--- config.mk ---
export PLATFORM = sky130hd
export DESIGN_NAME = ring_dir_walker
export DESIGN_NICKNAME = d
export VERILOG_FILES = /design/src/rtl/ring_walk_pkg.sv /design/src/rtl/ring_walk_ctrl.sv /design/src/rtl/ring_walk_dp.sv /design/src/rtl/ring_dir_walker.sv
export SDC_FILE = /design/constraint.sdc
export NUM_CORES = 1
export LEC_CHECK = 0
export ABC_CLOCK_PERIOD_IN_PS = 5000
export CORE_AREA = 2 2 166 168
export DETAILED_ROUTE_END_ITERATION = 7
export DIE_AREA = 0 0 168 170
export HOLD_SLACK_MARGIN = 0.15
export PLACE_DENSITY = 0.86
export SYNTH_ARGS = -nofsm -noshare
export SYNTH_HDL_FRONTEND = slang
export SYNTH_SLANG_ARGS = --single-unit
--- constraint.sdc ---
create_clock -name clk -period 5 [get_ports clk]
set_input_delay 0.5 -clock clk [delete_from_list [all_inputs] [get_ports clk]]
set_output_delay 0.5 -clock clk [all_outputs]
set_load 0.005 [all_outputs]
--- src/rtl/ring_walk_pkg.sv ---
package ring_walk_pkg;

  // bytes per directory or table entry
  localparam int unsigned PTR_BYTES = 8;

  typedef enum logic [2:0] {
    WK_IDLE,
    WK_READ_DIR,
    WK_READ_TBL,
    WK_DONE,
    WK_ERROR
  } walkState_t;

  // strobes from control to datapath
  typedef struct packed {
    logic load;     // accepted start: capture inputs, clear results
    logic takeTbl;  // directory entry arrived: keep table address
    logic commit;   // table entry arrived: publish results
    logic wipe;     // failure: clear results
    logic pickTbl;  // read address selects the table
  } walkStrb_t;

endpackage

--- src/rtl/ring_walk_ctrl.sv ---
module ring_walk_ctrl
  import ring_walk_pkg::*;
(
  input  logic      clk,
  input  logic      rstN,
  input  logic      startIn,
  input  logic      countZero,
  input  logic      rspValid,
  input  logic      rspErr,
  output walkStrb_t strb,
  output logic      rdReqOut,
  output logic      doneOut,
  output logic      errOut
);

  walkState_t stateQ, stateD;
  logic reqQ, reqD;
  logic acceptGood, acceptZero, dirOk, tblOk, rspBad;

  assign acceptGood = (stateQ == WK_IDLE) && startIn && !countZero;
  assign acceptZero = (stateQ == WK_IDLE) && startIn && countZero;
  assign dirOk      = (stateQ == WK_READ_DIR) && rspValid && !rspErr;
  assign tblOk      = (stateQ == WK_READ_TBL) && rspValid && !rspErr;
  assign rspBad     = ((stateQ == WK_READ_DIR) || (stateQ == WK_READ_TBL))
                      && rspValid && rspErr;

  always_comb begin
    stateD = stateQ;
    unique case (stateQ)
      WK_IDLE:     if (acceptZero) stateD = WK_ERROR;
                   else if (acceptGood) stateD = WK_READ_DIR;
      WK_READ_DIR: if (rspBad) stateD = WK_ERROR;
                   else if (dirOk) stateD = WK_READ_TBL;
      WK_READ_TBL: if (rspBad) stateD = WK_ERROR;
                   else if (tblOk) stateD = WK_DONE;
      WK_DONE:     stateD = WK_IDLE;
      WK_ERROR:    stateD = WK_IDLE;
      default:     stateD = WK_IDLE;
    endcase
  end

  assign reqD = acceptGood || dirOk;

  always_ff @(posedge clk or negedge rstN) begin
    if (!rstN) begin
      stateQ <= WK_IDLE;
      reqQ   <= 1'b0;
    end else begin
      stateQ <= stateD;
      reqQ   <= reqD;
    end
  end

  always_comb begin
    strb.load    = acceptGood || acceptZero;
    strb.takeTbl = dirOk;
    strb.commit  = tblOk;
    strb.wipe    = rspBad;
    strb.pickTbl = (stateQ == WK_READ_TBL);
  end

  assign rdReqOut = reqQ;
  assign doneOut  = (stateQ == WK_DONE);
  assign errOut   = (stateQ == WK_ERROR);


  zero_cnt_no_req_chk: assert property (@(posedge clk) disable iff (!rstN)
    acceptZero |=> (errOut && !rdReqOut));


  bad_rsp_abort_chk: assert property (@(posedge clk) disable iff (!rstN)
    rspBad |=> (errOut && !rdReqOut && !doneOut));


  flags_excl_chk: assert property (@(posedge clk) disable iff (!rstN)
    !(doneOut && errOut));


  done_pulse_chk: assert property (@(posedge clk) disable iff (!rstN)
    doneOut |=> !doneOut);


  err_pulse_chk: assert property (@(posedge clk) disable iff (!rstN)
    errOut |=> !errOut);


  req_single_chk: assert property (@(posedge clk) disable iff (!rstN)
    rdReqOut |=> !rdReqOut);

endmodule

--- src/rtl/ring_walk_dp.sv ---
module ring_walk_dp
  import ring_walk_pkg::*;
#(
  parameter int unsigned ADDR_W     = 64,
  parameter int unsigned CNT_W      = 16,
  parameter int unsigned PAGE_BYTES = 4096,
  parameter int unsigned SLOT_BYTES = 16,
  parameter int unsigned REC_BYTES  = 64,
  localparam int unsigned CAP_SHIFT = $clog2(PAGE_BYTES) - $clog2(SLOT_BYTES),
  localparam int unsigned CAP_W     = CNT_W + CAP_SHIFT
) (
  input  logic              clk,
  input  logic              rstN,
  input  walkStrb_t         strb,
  input  logic [ADDR_W-1:0] dirAddrIn,
  input  logic [CNT_W-1:0]  pageCountIn,
  input  logic [63:0]       rspData,
  output logic              countZero,
  output logic [ADDR_W-1:0] rdAddrOut,
  output logic [ADDR_W-1:0] stateAddrOut,
  output logic [ADDR_W-1:0] dataBaseOut,
  output logic [CAP_W-1:0]  capacityOut
);

  logic [ADDR_W-1:0] dirQ, tblQ;
  logic [CNT_W-1:0]  cntQ;
  logic [CAP_W-1:0]  capCalc;
  logic [ADDR_W-1:0] rspAddr;

  assign countZero = (pageCountIn == '0);
  assign rspAddr   = rspData[ADDR_W-1:0];
  assign capCalc   = CAP_W'(cntQ - CNT_W'(1)) << CAP_SHIFT;
  assign rdAddrOut = strb.pickTbl ? tblQ : dirQ;

  always_ff @(posedge clk or negedge rstN) begin
    if (!rstN) begin
      dirQ <= '0;
      tblQ <= '0;
      cntQ <= '0;
    end else begin
      if (strb.load) begin
        dirQ <= dirAddrIn;
        cntQ <= pageCountIn;
      end
      if (strb.takeTbl) tblQ <= rspAddr;
    end
  end

  always_ff @(posedge clk or negedge rstN) begin
    if (!rstN) begin
      stateAddrOut <= '0;
      dataBaseOut  <= '0;
      capacityOut  <= '0;
    end else if (strb.load || strb.wipe) begin
      stateAddrOut <= '0;
      dataBaseOut  <= '0;
      capacityOut  <= '0;
    end else if (strb.commit) begin
      stateAddrOut <= rspAddr + ADDR_W'(REC_BYTES);
      dataBaseOut  <= tblQ + ADDR_W'(PTR_BYTES);
      capacityOut  <= capCalc;
    end
  end


  wipe_clear_chk: assert property (@(posedge clk) disable iff (!rstN)
    strb.wipe |=> (stateAddrOut == '0 && dataBaseOut == '0 && capacityOut == '0));


  hold_chk: assert property (@(posedge clk) disable iff (!rstN)
    !(strb.load || strb.wipe || strb.commit) |=> $stable(capacityOut));

endmodule

--- src/rtl/ring_dir_walker.sv ---
module ring_dir_walker
  import ring_walk_pkg::*;
#(
  parameter int unsigned ADDR_W     = 64,
  parameter int unsigned CNT_W      = 16,
  parameter int unsigned PAGE_BYTES = 4096,
  parameter int unsigned SLOT_BYTES = 16,
  parameter int unsigned REC_BYTES  = 64,
  localparam int unsigned CAP_W = CNT_W + $clog2(PAGE_BYTES) - $clog2(SLOT_BYTES)
) (
  input  logic              clk,
  input  logic              rstN,
  input  logic              startIn,
  input  logic [ADDR_W-1:0] dirAddrIn,
  input  logic [CNT_W-1:0]  pageCountIn,
  output logic              rdReqOut,
  output logic [ADDR_W-1:0] rdAddrOut,
  input  logic              rdRespValid,
  input  logic [63:0]       rdRespData,
  input  logic              rdRespErr,
  output logic [ADDR_W-1:0] stateAddrOut,
  output logic [ADDR_W-1:0] dataBaseOut,
  output logic [CAP_W-1:0]  capacityOut,
  output logic              setupDone,
  output logic              setupErr
);

  walkStrb_t strb;
  logic      countZero;

  ring_walk_ctrl u_ctrl (
    .clk       (clk),
    .rstN      (rstN),
    .startIn   (startIn),
    .countZero (countZero),
    .rspValid  (rdRespValid),
    .rspErr    (rdRespErr),
    .strb      (strb),
    .rdReqOut  (rdReqOut),
    .doneOut   (setupDone),
    .errOut    (setupErr)
  );

  ring_walk_dp #(
    .ADDR_W     (ADDR_W),
    .CNT_W      (CNT_W),
    .PAGE_BYTES (PAGE_BYTES),
    .SLOT_BYTES (SLOT_BYTES),
    .REC_BYTES  (REC_BYTES)
  ) u_dp (
    .clk          (clk),
    .rstN         (rstN),
    .strb         (strb),
    .dirAddrIn    (dirAddrIn),
    .pageCountIn  (pageCountIn),
    .rspData      (rdRespData),
    .countZero    (countZero),
    .rdAddrOut    (rdAddrOut),
    .stateAddrOut (stateAddrOut),
    .dataBaseOut  (dataBaseOut),
    .capacityOut  (capacityOut)
  );

endmodule

==> metrics.md <==
| Metric | Value |
|---|---|
| Most instantiated cells after synthesis | dfrtp_1, mux2_2, nand2_1 |
| Worst IR drop on VDD | 354.6 uV |
| Required time at the worst-slack endpoint | 4.50 ns |
| Met1 usage | 37.13% |
| Worst EP arrival | 3.31 ns |
| DP Worst Slack | 1.668 ns |
| Global routing usage on met2 | 49.05% |
| Standard-cell row count | 60 |
| Starting density of the core | 52.81% |
| Max capacitance violation total | 0 |
| Die H | 170 um |
| Number of design rule violations left after detail routing | 0 |
| Maximum number of pins on one net before global-route repair | 121 |
| Clock root cell | clkbuf_16 |
| Worst Path Class, Setup | flop to output port |
| Vias in the first global route | 12,000 |
| Net count of the finished layout | 1,812 |
| Total Power | 10.40 mW |
| First-pass GRT wire length | 66.32 mm |
| CTS H-tree depth | 2 |
| Most frequent cell after synthesis | dfrtp_1 |
| Type of the most critical hold path | flop to flop |
| Remaining number of nets flagged by the antenna check after routing | 0 |
| Instance area at placement | 18,000 sq um |
| Met3 usage in global routing | 6.698% |
| Vias | 11,760 |
| Startpoint of the most critical hold path | u_dp.stateAddrOut[21] |
| Flops & latches, synth | 292 |
| Wire length after detailed routing | 42.68 mm |
| Most utilized layer in the global route result | met2 |
| Post-synth EDFFs | 0 |
| Dominant register cell in the synthesized netlist | dfrtp_1 |
| Grt total ovfl | 0 |
| Share of the clock period used by the worst path | 76.21% |
| Slew Limit Fails | 0 |
| Kind of cell with the highest combined delay on the critical path | simple AND/OR/NAND/NOR gates |
| Worst setup path start | u_ctrl.stateQ[0] |
| Slew at the pin closest to its max-slew limit | 1.017 ns |
| Die area | 28,560 sq um |
| Unrepaired setup endpoints after global routing | false |
| Total negative slack | 0 ns |
| Share of the yosys chip area belonging to registers | 51.92% |
| Sequence of cells on the critical path | nor2b_1 -> nor2b_4 -> buf_12 -> mux2_2 -> clkdlybuf4s50_1 |
| First-pass detailed-route iteration total | 5 |
| Number of DRC markers after the initial detailed-route iteration | 965 |
| Number of setup violations in the final report | 0 |
| CTS clock-pin slew for the worst setup and hold paths | 0.06 ns |
| All-Layer GR Usage | 29.63% |
| Highest clock frequency the design can meet | 262.4 MHz |
| Synth-to-Final Area Change | 36.01% |
| Per-cell routed wire length | 21.09 um |
| Async S/R FF share, synth | 100.0% |
| Dominant cell type by area after synthesis | dfrtp_1 |
| Relative max-transition margin | 32.03% |
| Startpoint types | flop |
| Leakage Power | 7.557 nW |
| Final standard cell count with taps included and fillers excluded | 2,024 |
| Worst Setup Slack, final | 1.190 ns |
| Number of unique standard cell types used by synthesis | 45 |
| Latest clock arrival within the worst-skew pair | 0.50 ns |
| Die Wd | 168 um |
| Worst reg2reg startpoint | u_ctrl.stateQ[0] |
| Placer's final routability congestion estimate | 0.8903 |
| Number of port buffers | 359 |
| CORE AREA | 26,650 sq um |
| Number of standard cells after synthesis | 1,316 |
| Worst Path Max Fanout | 37 |
| Outcome | completed |
| Post-Layout Inst Area | 19,140 sq um |
| Largest stage delay, worst path | 0.88 ns |
| Final HPWL from detailed placement | 30.94 mm |
| Number of buffers created by CTS | 34 |
| Fraction of layout instances using a drive strength above 1 | 16.66% |
| CTS tree | yes |
| Master of the slowest instance on the critical path | nor2b_4 |
| Final Hold Fails | 0 |
| Minimum clock period after layout | 3.810 ns |
| Total power divided by cell area | 543.1 nW/um^2 |
| Buffer depth of the longest clock path | 3 |
| Sort of element at the end of the critical path | output port |
| Number of top-level design ports | 368 |
| Warnings from Yosys | 0 |
| Top-area cell type share of the netlist area | 51.92% |
| Combined area of all synthesized cells | 14,070 sq um |
| Buffers and inverters on the worst path | 2 |
| Number of antenna violations at the first check in global routing | 2 |
| Number of sinks on the clock net | 292 |
| Most area-consuming cells after synthesis | dfrtp_1, mux2_2, nand2_1 |
| Post-Syn Area per Cell | 10.70 sq um |
| Vias per Instance | 5.809 |
| Post-Route Skew | 0.01022 ns |
| Instance count after placement with tap cells included | 1,964 |
report_power, final:
group	switching [mW]	total, mW	internal (mW)
logic	1.54	3.85	2.31
registers	0.863	4.07	3.21
clock network	0.955	2.48	1.52
total	3.36	10.4	7.04
cell usage in the layout (no fill, tap or decap), types with 3 or more instances in the layout:
cell	instances
or4_1	6
mux2_2	197
clkbuf_16	37
and3_1	8
dfrtp_1	292
or2_2	3
nand2_1	192
inv_1	18
and2_1	3
ha_1	3
and4_1	7
nand3_1	45
a21o_1	3
buf_4	12
xor2_1	43
nand2b_1	5
conb_1	8
or3_1	6
clkbuf_1	7
nor3_1	30
xnor2_1	81
a22o_1	12
nor4_1	28
nand4_1	39
a21oi_1	8
nor2b_1	4
buf_12	3
clkbuf_8	9
clkdlybuf4s50_1	358
o21ai_0	140
nor2_1	44
worst reg2reg max path, delay by kind of cell (launching register included):
| kind | cells | cell delay (ns) |
|---|---|---|
| buffers and inverters | 1 | 0.57 |
| AND/OR/NAND/NOR | 3 | 1.77 |
| AO/OA/AOI/OAI | 1 | 0.35 |
| flip-flops | 1 | 0.46 |
per-stage QoR:
step / utilization [%] / hold slack, ns
2_1_floorplan: - / 0.2044
3_3_place_gp: 67.55 / 0.4607
3_5_place_dp: 67.55 / 0.4692
4_1_cts: 71.81 / 0.4822
5_1_grt: 71.83 / 0.5012
6_report: 71.83 / 0.4758
per-layer routing:
metal	part of all wire, %	wire length [um]	up-vias
li1	-	-	5280
met1	39	16580	5799
met2	48	20510	546
met3	8.0	3427	132
met4	5.1	2159	0
met5	0	0	-
cell families (layout without fill, tap and decap cells):
logic type / Yosys count / count (layout) / share of synthesized area [%]
simple gates: 435 / 435 / 14.92
flops: 292 / 292 / 51.92
mux: 197 / 197 / 15.76
compound gates: 172 / 172 / 6.676
xor+xnor: 124 / 124 / 7.716
buf+inv: 92 / 450 / 2.720
fa+ha+maj: 3 / 3 / 0.2667
other cells: 1 / 10 / 0.02664
registers in the layout, summed over array words and instances (netlist names):
name               cells
u_dp.cntQ             16
u_dp.tblQ             64
u_ctrl.rdReqOut        1
u_dp.capacityOut      16
u_dp.dirQ             64
u_dp.stateAddrOut     64
u_dp.dataBaseOut      64
u_ctrl.stateQ          3
cell type report:
type / count / area, sq um
Multi-Input combinational cell: 939 / 6454
Fill cell: 1870 / 7507
Clock buffer: 53 / 1076
Tap cell: 341 / 426.7
Inverter: 18 / 67.56
Timing Repair Buffer: 375 / 3759
Sequential cell: 292 / 7307
Antenna cell: 2 / 5.005
Clock inverter: 4 / 48.80
repair_timing:
item / in CTS / in global routing
buffers inserted: 0 / 0
hold buffers: 1 / 0
resized for setup: 0 / 0
hold endpoints to repair: 103 / 0
final timing paths:
path	endpoint	slack (ns)	depth (start not counted)
min reg2reg	u_dp.stateAddrOut[21]	0.48	2
max	rdAddrOut[33]	1.19	5
min	u_dp.stateAddrOut[21]	0.48	2
min in group asynchronous	u_dp.dataBaseOut[46]	0.61	2
max in group asynchronous	u_dp.dirQ[2]	3.16	3
max reg2reg	u_dp.dataBaseOut[14]	1.76	5
No activity file was read; power rests on OpenSTA's default activity.
